### src/rtl/sb_pkg.sv
package sb_pkg;

  localparam int NUM_FU = 5;
  localparam int UNIT_W = $clog2(NUM_FU);
  localparam int OP_W   = 3;

  localparam logic [OP_W-1:0] OP_INT = 3'd0;
  localparam logic [OP_W-1:0] OP_MUL = 3'd1;
  localparam logic [OP_W-1:0] OP_ADD = 3'd2;
  localparam logic [OP_W-1:0] OP_SUB = 3'd3;
  localparam logic [OP_W-1:0] OP_DIV = 3'd4;

  typedef enum logic [1:0] {
    ST_IDLE    = 2'd0,
    ST_WAIT_RD = 2'd1,
    ST_EXEC    = 2'd2,
    ST_DONE    = 2'd3
  } fu_stage_e;

  typedef struct packed {
    logic              vld;
    logic [UNIT_W-1:0] id;
  } unit_tag_t;

  // Units able to execute an operation class.
  function automatic logic [NUM_FU-1:0] units_for_op(logic [OP_W-1:0] op);
    case (op)
      OP_INT:         units_for_op = 5'b00001;
      OP_MUL:         units_for_op = 5'b00110;
      OP_ADD, OP_SUB: units_for_op = 5'b01000;
      OP_DIV:         units_for_op = 5'b10000;
      default:        units_for_op = 5'b00000;
    endcase
  endfunction

  // Isolate the lowest set bit.
  function automatic logic [NUM_FU-1:0] lowest_bit(logic [NUM_FU-1:0] v);
    lowest_bit = v & (~v + 1'b1);
  endfunction

  // Index of a one-hot vector (zero when empty).
  function automatic logic [UNIT_W-1:0] onehot_index(logic [NUM_FU-1:0] v);
    onehot_index = '0;
    for (int i = 0; i < NUM_FU; i++)
      if (v[i]) onehot_index = UNIT_W'(i);
  endfunction

  // A producer tag whose unit retires this cycle is already satisfied.
  function automatic unit_tag_t forward_tag(unit_tag_t t, logic [NUM_FU-1:0] wr);
    if (t.vld && wr[t.id]) forward_tag = '0;
    else                   forward_tag = t;
  endfunction

endpackage

### src/rtl/sb_reg_status.sv
module sb_reg_status
  import sb_pkg::*;
#(
  parameter int NUM_REGS = 32,
  localparam int REG_W = $clog2(NUM_REGS)
) (
  input  logic                         clk,
  input  logic                         rst_n,
  input  logic                         set_en,
  input  logic [REG_W-1:0]             set_reg,
  input  logic [UNIT_W-1:0]            set_unit,
  input  logic [NUM_FU-1:0]            clr_mask,
  input  logic [NUM_FU-1:0][REG_W-1:0] unit_dst,
  input  logic [REG_W-1:0]             look_dst,
  input  logic [REG_W-1:0]             look_src1,
  input  logic [REG_W-1:0]             look_src2,
  output unit_tag_t                    dst_tag,
  output unit_tag_t                    src1_tag,
  output unit_tag_t                    src2_tag
);

  logic [NUM_REGS-1:0] pending;
  logic [UNIT_W-1:0]   owner [NUM_REGS];

  always_ff @(posedge clk or negedge rst_n) begin
    if (!rst_n) begin
      pending <= '0;
      for (int r = 0; r < NUM_REGS; r++) owner[r] <= '0;
    end else begin
      for (int u = 0; u < NUM_FU; u++)
        if (clr_mask[u]) pending[unit_dst[u]] <= 1'b0;
      if (set_en) begin
        pending[set_reg] <= 1'b1;
        owner[set_reg]   <= set_unit;
      end
    end
  end

  assign dst_tag  = '{vld: pending[look_dst],  id: owner[look_dst]};
  assign src1_tag = '{vld: pending[look_src1], id: owner[look_src1]};
  assign src2_tag = '{vld: pending[look_src2], id: owner[look_src2]};

endmodule

### src/rtl/sb_issue_sel.sv
module sb_issue_sel
  import sb_pkg::*;
(
  input  logic              in_valid,
  input  logic [OP_W-1:0]   in_op,
  input  unit_tag_t         dst_tag,
  input  logic [NUM_FU-1:0] unit_busy,
  output logic [NUM_FU-1:0] issue_grant,
  output logic              issue_stall
);

  logic [NUM_FU-1:0] free_cand;
  logic              waw_hit;

  assign free_cand = units_for_op(in_op) & ~unit_busy;
  assign waw_hit   = dst_tag.vld;

  always_comb begin
    issue_grant = '0;
    if (in_valid && !waw_hit) issue_grant = lowest_bit(free_cand);
  end

  assign issue_stall = in_valid && (issue_grant == '0);

endmodule

### src/rtl/sb_fu_table.sv
module sb_fu_table
  import sb_pkg::*;
#(
  parameter int REG_W = 5
) (
  input  logic                         clk,
  input  logic                         rst_n,
  input  logic [NUM_FU-1:0]            issue_grant,
  input  logic [OP_W-1:0]              in_op,
  input  logic [REG_W-1:0]             in_dst,
  input  logic [REG_W-1:0]             in_src1,
  input  logic [REG_W-1:0]             in_src2,
  input  unit_tag_t                    src1_tag,
  input  unit_tag_t                    src2_tag,
  input  logic [NUM_FU-1:0]            exec_done,
  output logic [NUM_FU-1:0]            unit_busy,
  output logic [NUM_FU-1:0][OP_W-1:0]  unit_op,
  output logic [NUM_FU-1:0][REG_W-1:0] unit_dst,
  output logic [NUM_FU-1:0]            read_grant,
  output logic [NUM_FU-1:0]            read_stall,
  output logic [NUM_FU-1:0]            write_grant,
  output logic [NUM_FU-1:0]            write_stall
);

  fu_stage_e                    stage [NUM_FU];
  logic [NUM_FU-1:0][REG_W-1:0] fj, fk;
  unit_tag_t                    qj [NUM_FU];
  unit_tag_t                    qk [NUM_FU];
  logic [NUM_FU-1:0]            rj, rk;
  logic [NUM_FU-1:0]            war_block;
  logic [NUM_FU-1:0]            wake_j, wake_k;
  unit_tag_t                    new_qj, new_qk;

  // Tags for a freshly issued entry, with same-cycle retirement folded in.
  assign new_qj = forward_tag(src1_tag, write_grant);
  assign new_qk = forward_tag(src2_tag, write_grant);

  // A finished unit must not overwrite a register another unit still has to read.
  always_comb begin
    for (int u = 0; u < NUM_FU; u++) begin
      war_block[u] = 1'b0;
      for (int f = 0; f < NUM_FU; f++)
        if (f != u && ((rj[f] && fj[f] == unit_dst[u]) ||
                       (rk[f] && fk[f] == unit_dst[u])))
          war_block[u] = 1'b1;
    end
  end

  for (genvar u = 0; u < NUM_FU; u++) begin : g_unit
    logic in_wait, in_done;
    assign in_wait        = (stage[u] == ST_WAIT_RD);
    assign in_done        = (stage[u] == ST_DONE);
    assign unit_busy[u]   = (stage[u] != ST_IDLE);
    assign read_grant[u]  = in_wait && rj[u] && rk[u];
    assign read_stall[u]  = in_wait && !(rj[u] && rk[u]);
    assign write_grant[u] = in_done && !war_block[u];
    assign write_stall[u] = in_done && war_block[u];
    assign wake_j[u]      = qj[u].vld && write_grant[qj[u].id];
    assign wake_k[u]      = qk[u].vld && write_grant[qk[u].id];
  end

  always_ff @(posedge clk or negedge rst_n) begin
    if (!rst_n) begin
      for (int u = 0; u < NUM_FU; u++) begin
        stage[u] <= ST_IDLE;
        qj[u]    <= '0;
        qk[u]    <= '0;
      end
      unit_op  <= '0;
      unit_dst <= '0;
      fj       <= '0;
      fk       <= '0;
      rj       <= '0;
      rk       <= '0;
    end else begin
      for (int u = 0; u < NUM_FU; u++) begin
        case (stage[u])
          ST_IDLE: if (issue_grant[u]) begin
            stage[u]    <= ST_WAIT_RD;
            unit_op[u]  <= in_op;
            unit_dst[u] <= in_dst;
            fj[u]       <= in_src1;
            fk[u]       <= in_src2;
            qj[u]       <= new_qj;
            qk[u]       <= new_qk;
            rj[u]       <= !new_qj.vld;
            rk[u]       <= !new_qk.vld;
          end
          ST_WAIT_RD: begin
            if (read_grant[u]) begin
              stage[u] <= ST_EXEC;
              rj[u]    <= 1'b0;
              rk[u]    <= 1'b0;
            end else begin
              if (wake_j[u]) begin
                rj[u] <= 1'b1;
                qj[u] <= '0;
              end
              if (wake_k[u]) begin
                rk[u] <= 1'b1;
                qk[u] <= '0;
              end
            end
          end
          ST_EXEC: if (exec_done[u]) stage[u] <= ST_DONE;
          ST_DONE: if (write_grant[u]) stage[u] <= ST_IDLE;
          default: stage[u] <= ST_IDLE;
        endcase
      end
    end
  end

endmodule

### src/rtl/sb_hazard_ctrl.sv
module sb_hazard_ctrl
  import sb_pkg::*;
#(
  parameter int NUM_REGS = 32,
  localparam int REG_W = $clog2(NUM_REGS)
) (
  input  logic                        clk,
  input  logic                        rst_n,
  input  logic                        in_valid,
  input  logic [OP_W-1:0]             in_op,
  input  logic [REG_W-1:0]            in_dst,
  input  logic [REG_W-1:0]            in_src1,
  input  logic [REG_W-1:0]            in_src2,
  input  logic [NUM_FU-1:0]           exec_done,
  output logic [NUM_FU-1:0]           issue_grant,
  output logic                        issue_stall,
  output logic [NUM_FU-1:0]           read_grant,
  output logic [NUM_FU-1:0]           read_stall,
  output logic [NUM_FU-1:0]           write_grant,
  output logic [NUM_FU-1:0]           write_stall,
  output logic [NUM_FU-1:0]           unit_busy,
  output logic [NUM_FU-1:0][OP_W-1:0] unit_op
);

  unit_tag_t                    dst_tag, src1_tag, src2_tag;
  logic [NUM_FU-1:0][REG_W-1:0] unit_dst;
  logic                         issue_fire;
  logic [UNIT_W-1:0]            issue_unit;

  assign issue_fire = |issue_grant;
  assign issue_unit = onehot_index(issue_grant);

  sb_reg_status #(.NUM_REGS(NUM_REGS)) u_regstat (
    .clk       (clk),
    .rst_n     (rst_n),
    .set_en    (issue_fire),
    .set_reg   (in_dst),
    .set_unit  (issue_unit),
    .clr_mask  (write_grant),
    .unit_dst  (unit_dst),
    .look_dst  (in_dst),
    .look_src1 (in_src1),
    .look_src2 (in_src2),
    .dst_tag   (dst_tag),
    .src1_tag  (src1_tag),
    .src2_tag  (src2_tag)
  );

  sb_issue_sel u_issue (
    .in_valid    (in_valid),
    .in_op       (in_op),
    .dst_tag     (dst_tag),
    .unit_busy   (unit_busy),
    .issue_grant (issue_grant),
    .issue_stall (issue_stall)
  );

  sb_fu_table #(.REG_W(REG_W)) u_table (
    .clk         (clk),
    .rst_n       (rst_n),
    .issue_grant (issue_grant),
    .in_op       (in_op),
    .in_dst      (in_dst),
    .in_src1     (in_src1),
    .in_src2     (in_src2),
    .src1_tag    (src1_tag),
    .src2_tag    (src2_tag),
    .exec_done   (exec_done),
    .unit_busy   (unit_busy),
    .unit_op     (unit_op),
    .unit_dst    (unit_dst),
    .read_grant  (read_grant),
    .read_stall  (read_stall),
    .write_grant (write_grant),
    .write_stall (write_stall)
  );

endmodule

### config.mk
export PLATFORM = sky130hd
export DESIGN_NAME = sb_hazard_ctrl
export DESIGN_NICKNAME = d
export VERILOG_FILES = /design/src/rtl/sb_pkg.sv /design/src/rtl/sb_reg_status.sv /design/src/rtl/sb_issue_sel.sv /design/src/rtl/sb_fu_table.sv /design/src/rtl/sb_hazard_ctrl.sv
export SDC_FILE = /design/constraint.sdc
export NUM_CORES = 1
export LEC_CHECK = 0
export ABC_AREA = 1
export BUFFER_PORTS_ARGS = -buffer_cell sky130_fd_sc_hd__buf_2
export CAP_MARGIN = 20
export CORE_MARGIN = 2
export CORE_UTILIZATION = 35
export DETAILED_ROUTE_END_ITERATION = 7
export PLACE_DENSITY = 0.61
export SLEW_MARGIN = 0
export SYNTH_ARGS = -nofsm -noshare
export SYNTH_HDL_FRONTEND = slang
export SYNTH_HIERARCHICAL = 1
export SYNTH_SLANG_ARGS = --single-unit
export TNS_END_PERCENT = 10
### constraint.sdc
create_clock -name clk -period 2.7 [get_ports clk]
set_input_delay 0.27 -clock clk [delete_from_list [all_inputs] [get_ports clk]]
set_output_delay 0.27 -clock clk [all_outputs]
set_load 0.01 [all_outputs]
# After elaboration in Yosys (flattened, before gate mapping)
# Cells that the tools add are included.
[word_totals]
regBits = 278
inputBits = 26
wordCells = 604
[op_classes]
n_addsub = 1
magnitude_cmp = 30
n_eq_ne = 104
n_mux = 190
n_bitwise = 18
reduce_logical = 173
[op_table]
columns = ["op", "count"]
rows = [
  ["$eq 5x5->1", 40],
  ["$mux 32", 6],
  ["$and 32x32->32", 5],
  ["$not 32->32", 5],
  ["$mux 4", 32],
  ["$bwmux 96", 1],
  ["$logic_and 1x1->1", 91],
  ["$pmux 4 s2", 10],
  ["$mux 1", 72],
  ["$reduce_and 4->1", 15],
  ["$lt 3x4->1 const B", 12],
  ["$lt 5x6->1 const B", 8],
  ["$mux 2", 20],
  ["$ne 2x2->1 const B", 20],
  ["$pmux 2 s4", 5],
  ["$bmux 1 s3", 12],
  ["$or 32x32->32", 1],
  ["$bmux 3 s5", 2],
  ["$demux 1 s5", 6],
  ["$ge 5x1->1 const B", 6],
  ["$ne 2x1->1 const B", 15],
  ["$ne 3x2->1 const B", 10],
  ["$reduce_and 3->1", 10],
  ["$mux 3", 8],
  ["25 further kinds", 104],
]

# Longest topological paths before layout
[logic_depth]
depth_word = 20
ltp_mapped = 22

# Modules after synthesis
# The synthesis kept the hierarchy.
[by_module_without_submodules]
columns = ["mod", "n_inst", "cells_per_inst", "area_each_um2"]
rows = [
  ["sb_fu_table", 1, 1664, 10846.7],
  ["sb_reg_status", 1, 1640, 9736.8],
  ["sb_issue_sel", 1, 29, 132.6],
  ["sb_hazard_ctrl", 1, 8, 38.8],
]

# Worst setup path before layout
# OpenSTA, ideal clock, no wires.
[synth_path]
path_kind = "in2reg"
start = "in in_dst[1]"
end = "reg u_regstat/owner[47] in the netlist's numbering"
setup_time_ns = 0.133
t_arrival_ns = 2.517
path_slack_ns = 0.049
stages = 19
n_path_buf = 2
path_cell_list = "clkbuf_1 -> clkbuf_1 -> nand3_1 -> nand3_1 -> nand2_1 -> nand2_1 -> nand2_1 -> nand2_1 -> nand2_1 -> inv_1 -> nand2_4 -> nor2_1 -> nor2_1 -> nand3b_1 -> inv_1 -> nor3_2 -> nand2_1 -> nand2_1 -> o21ai_0"
[synth_lines]
columns = ["item", "line", "text"]
rows = [
  ["start, declared", "sb_hazard_ctrl.sv:11", "input logic [REG_W-1:0] in_dst,"],
  ["end signal, assigned by index", "sb_reg_status.sv:34", "owner[set_reg] <= set_unit;"],
  ["end, declared", "sb_reg_status.sv:23", "logic [UNIT_W-1:0] owner [NUM_REGS];"],
]

# Worst setup path after layout
[layout_path]
start = "reg u_table/unit_dst[19] in the netlist's numbering"
end = "out write_grant[3]"
[layout_between]
elab_chain_len = 9
word_cells_on_any_way = 26
[layout_rtl]
columns = ["item", "line", "text"]
rows = [
  ["start, declared", "sb_fu_table.sv:18", "output logic [NUM_FU-1:0][REG_W-1:0] unit_dst,"],
  ["start signal, assigned by index", "sb_fu_table.sv:81", "unit_dst[u] <= in_dst;"],
  ["$eq 5x5->1, on equally long branches", "sb_fu_table.sv:43, sb_fu_table.sv:44", ""],
  ["$logic_and 1x1->1, on equally long branches", "sb_fu_table.sv:43, sb_fu_table.sv:44", ""],
  ["$logic_or 1x1->1", "sb_fu_table.sv:43", "if (f != u && ((rj[f] && fj[f] == unit_dst[u]) ||"],
  ["$mux 1 (3 in a row)", "sb_fu_table.sv:43", ""],
  ["$mux 1 (*)", "sb_fu_table.sv:43", ""],
  ["$logic_not 1->1 (*)", "sb_fu_table.sv:56", "assign write_grant[u] = in_done && !war_block[u];"],
  ["$logic_and 1x1->1 (*)", "sb_fu_table.sv:56", ""],
  ["end, declared", "sb_hazard_ctrl.sv:19", "output logic [NUM_FU-1:0] write_grant,"],
]
# Mark *: on every way between the ends. The rest lies on a longest branch, timed or not.

==> impl_results.md <==
* Final worst slack at -0.00421 ns
* Vias in the first global route at ~20k
* CTS tree: done
* Max cap viols at 0
* Layout Utilization at 0.435
* VDD IR max at roughly 0.00060 V
* Max Fanout on Critical Path at 6
* DP Wirelength at a little over 60 mm
* Final WL at approximately 83 mm
* Row count at 87
* Min-delay src: in_dst[1]
* CP cell instances: buf_4, nand2_1, nand2_1, nor2_1, nand3_1, nand2_1, nor2_4, nand3_1, inv_2, buf_4, buf_2
* Clock sinks at between 200 and 300
* Switching Share at 0.447
* Crit Path Category: flip-flop to primary output
* Share of layout cells above drive strength 1 at 0.177
* Internal power at approximately 11 mW
* # diodes at 0
* Vias at about 22k
* Storage cell area at between 6000 and 7000 um2
* Leakage power at roughly 12 nW
* Worst Skew at between 0.02 and 0.025 ns
* Clk root buf: clkbuf_16
* Max H-tree Level at 2
* Die height at about 240 um
* Final period util at 1.00
* Max incr delay on CP at between 0.4 and 0.5 ns
* Layout area overhead at 23.1%
* Endpoint class of the critical path: primary output
* Delay-heaviest family, CP: simple AND/OR/NAND/NOR gates
* Synth Instances at about 3.1k
* Slew @ Worst Pin at between 0.6 and 0.7 ns
* Sw Pwr at between 9 and 10 mW
* Routed WL per cell at about 20 um
* All-layer global routing usage at 0.277
* Met3 Resource Use GR at 0.0603
* Antenna violations before repair at 3
* Max frequency at roughly 370 MHz
* DRC at 0
* Avg Cell Area, Syn at approximately 6.3 um2
* Num ports at 72
* Required @ worst endpoint at between 2 and 2.5 ns
* Nets@finish at 3428
* Worst R2R Setup Slack at approximately 0.060 ns
* Filler cell count in the final layout at a little under 6k
* Most common cell after layout, fill and taps aside: nand2_1
* RSZ-0062 raised after global routing: true
* Worst path slowest cell: dfrtp_2
* Final hold viol count at 0
* DRT iter0 DRCs at 2652
* Clk slew on worst S/H paths at about 0.06 ns
* Post-Syn Area at a little under 20000 um2
* Initial DRT Pass Iterations at 8
* Die width at roughly 240 um
* Pins Over Slew Limit at 0
* Finish-stage setup viols at 1
* Hold WC Path Type: input port to flip-flop
* Grt ovf at 0
* CTS buffer count at 36
* Grt peak-use layer: met2
* PD cells at approximately 830 nW/um2
* Synthesized net count at 3180
* Full die area at about 59000 um2
* CP Data Arrival Time at around 2.4 ns
* Reg power frac at 0.280
* Period minus WS final at approximately 2.7 ns
* Failing checks: negative setup slack
* Outcome: finished with violations
* Most used cell, CP: nand2_1
* Pin count of the biggest net entering global routing at 69
* Ys Warns at 6
* Buf/Inv on CP at 4
* Startpoint types: flip-flop
* Buffers added on ports at 71
* Multi-input combinational cell area at about 11000 um2
* Most frequent cells in the layout: nand2_1, nand3_1, nor2_1
* First-pass GRT wire length at 126 mm
* Comb pwr share at 0.471
* Setup WS pre-CTS at -0.0775 ns
* Vias per cell at 5.32
* Clock Latency Late Sink at between 0.5 and 0.6 ns
* Starting Density at 0.353
* RD Place Congestion at between 1 and 1.5
* Global routing usage on met2 at 0.406
* GR Layer Usage met1 at 0.399
* Clock network power share at 0.249
* Critical path origin: u_table/unit_dst[19]
* CTS max path bufs at 3
* Rel. slew slack at 0.576
* Post-route ant nets at 0
* RR Startpoint: u_table/unit_dst[19]
* Core area at 56300 um2
==> flip-flops by register name (all words and copies together), names as in the netlist <==
signal,count
u_regstat/owner,96
u_regstat/pending,32
u_table/fj,25
u_table/fk,25
u_table/unit_dst,25
u_table/qj,20
u_table/qk,20
u_table/unit_op,15
u_table/stage,10
u_table/rj,5
u_table/rk,5
==> path summary, 6_finish.rpt <==
| path | endpoint | depth (start not counted) |
|---|---|---|
| max in group asynchronous | u_table/fk[13] | 3 |
| worst max-delay path | write_grant[3] | 11 |
| worst min-delay path | u_table/unit_dst[21] | 3 |
| worst max register to register | u_regstat/pending[28] | 15 |
| worst min register to register | u_table/unit_op[9] | 2 |
| min in group asynchronous | u_table/unit_dst[8] | 2 |
==> stage by stage <==
stage | TNS (ns) | power (mW) | instances | hold WS (ns) | instance area [um2]
2_1_floorplan | 0 | 11.0 | 3134 | -0.0256 | 19900
3_3_place_gp | -0.545 | 14.6 | 4084 | 0.294 | 22900
3_5_place_dp | -0.906 | 14.7 | 4084 | 0.294 | 22900
4_1_cts | -0.0137 | 19.9 | 4153 | 0.107 | 24200
5_1_grt | -0.330 | 21.5 | 4163 | 0.166 | 24500
6_report | -0.00421 | 20.4 | 4163 | 0.152 | 24500
==> what timing repair did <==
| action | 4_1_cts | 5_1_grt |
|---|---|---|
| resized for setup | 23 | 81 |
| endpoints found under the hold margin | 61 | 0 |
| buffers inserted | 5 | 11 |
| hold buffers | 1 | 0 |
| endpoints found under the setup margin | 23 | 182 |
| pin swaps | 2 | 21 |
==> routing by layer <==
layer  routed length [um]  share of wire
met3                 8430           0.10
met1                36900           0.44
met5                   10        0.00012
met4                 2860          0.034
met2                35000           0.42
==> power by group through the flow <==
stage          Clock (mW)  Sequential (mW)  Combinational [mW]
3_3_place_gp            0             5.71                8.92
5_1_grt              5.33             5.76                10.4
6_report             5.08             5.70                9.62
3_5_place_dp            0             5.71                8.95
4_1_cts              5.15             5.66                9.12
2_1_floorplan           0             5.44                5.52
==> area by class of cell <==
cell class	instances	area share
Inverter	257	0.0408
Clock inverter	13	0.00675
Multi-Input combinational cell	2451	0.465
Timing Repair Buffer	358	0.121
Clock buffer	50	0.0435
Sequential cell	278	0.285
Tap cell	756	0.0386
==> worst register-to-register path: cells and delay by family, from the launching register on <==
kind / cells / cell delay, ns
AO/OA/AOI/OAI: 1 / 0.20
buffers and inverters: 4 / 0.61
flip-flops: 1 / 0.49
AND/OR/NAND/NOR: 10 / 1.25
(Power assumes the default switching activity.)
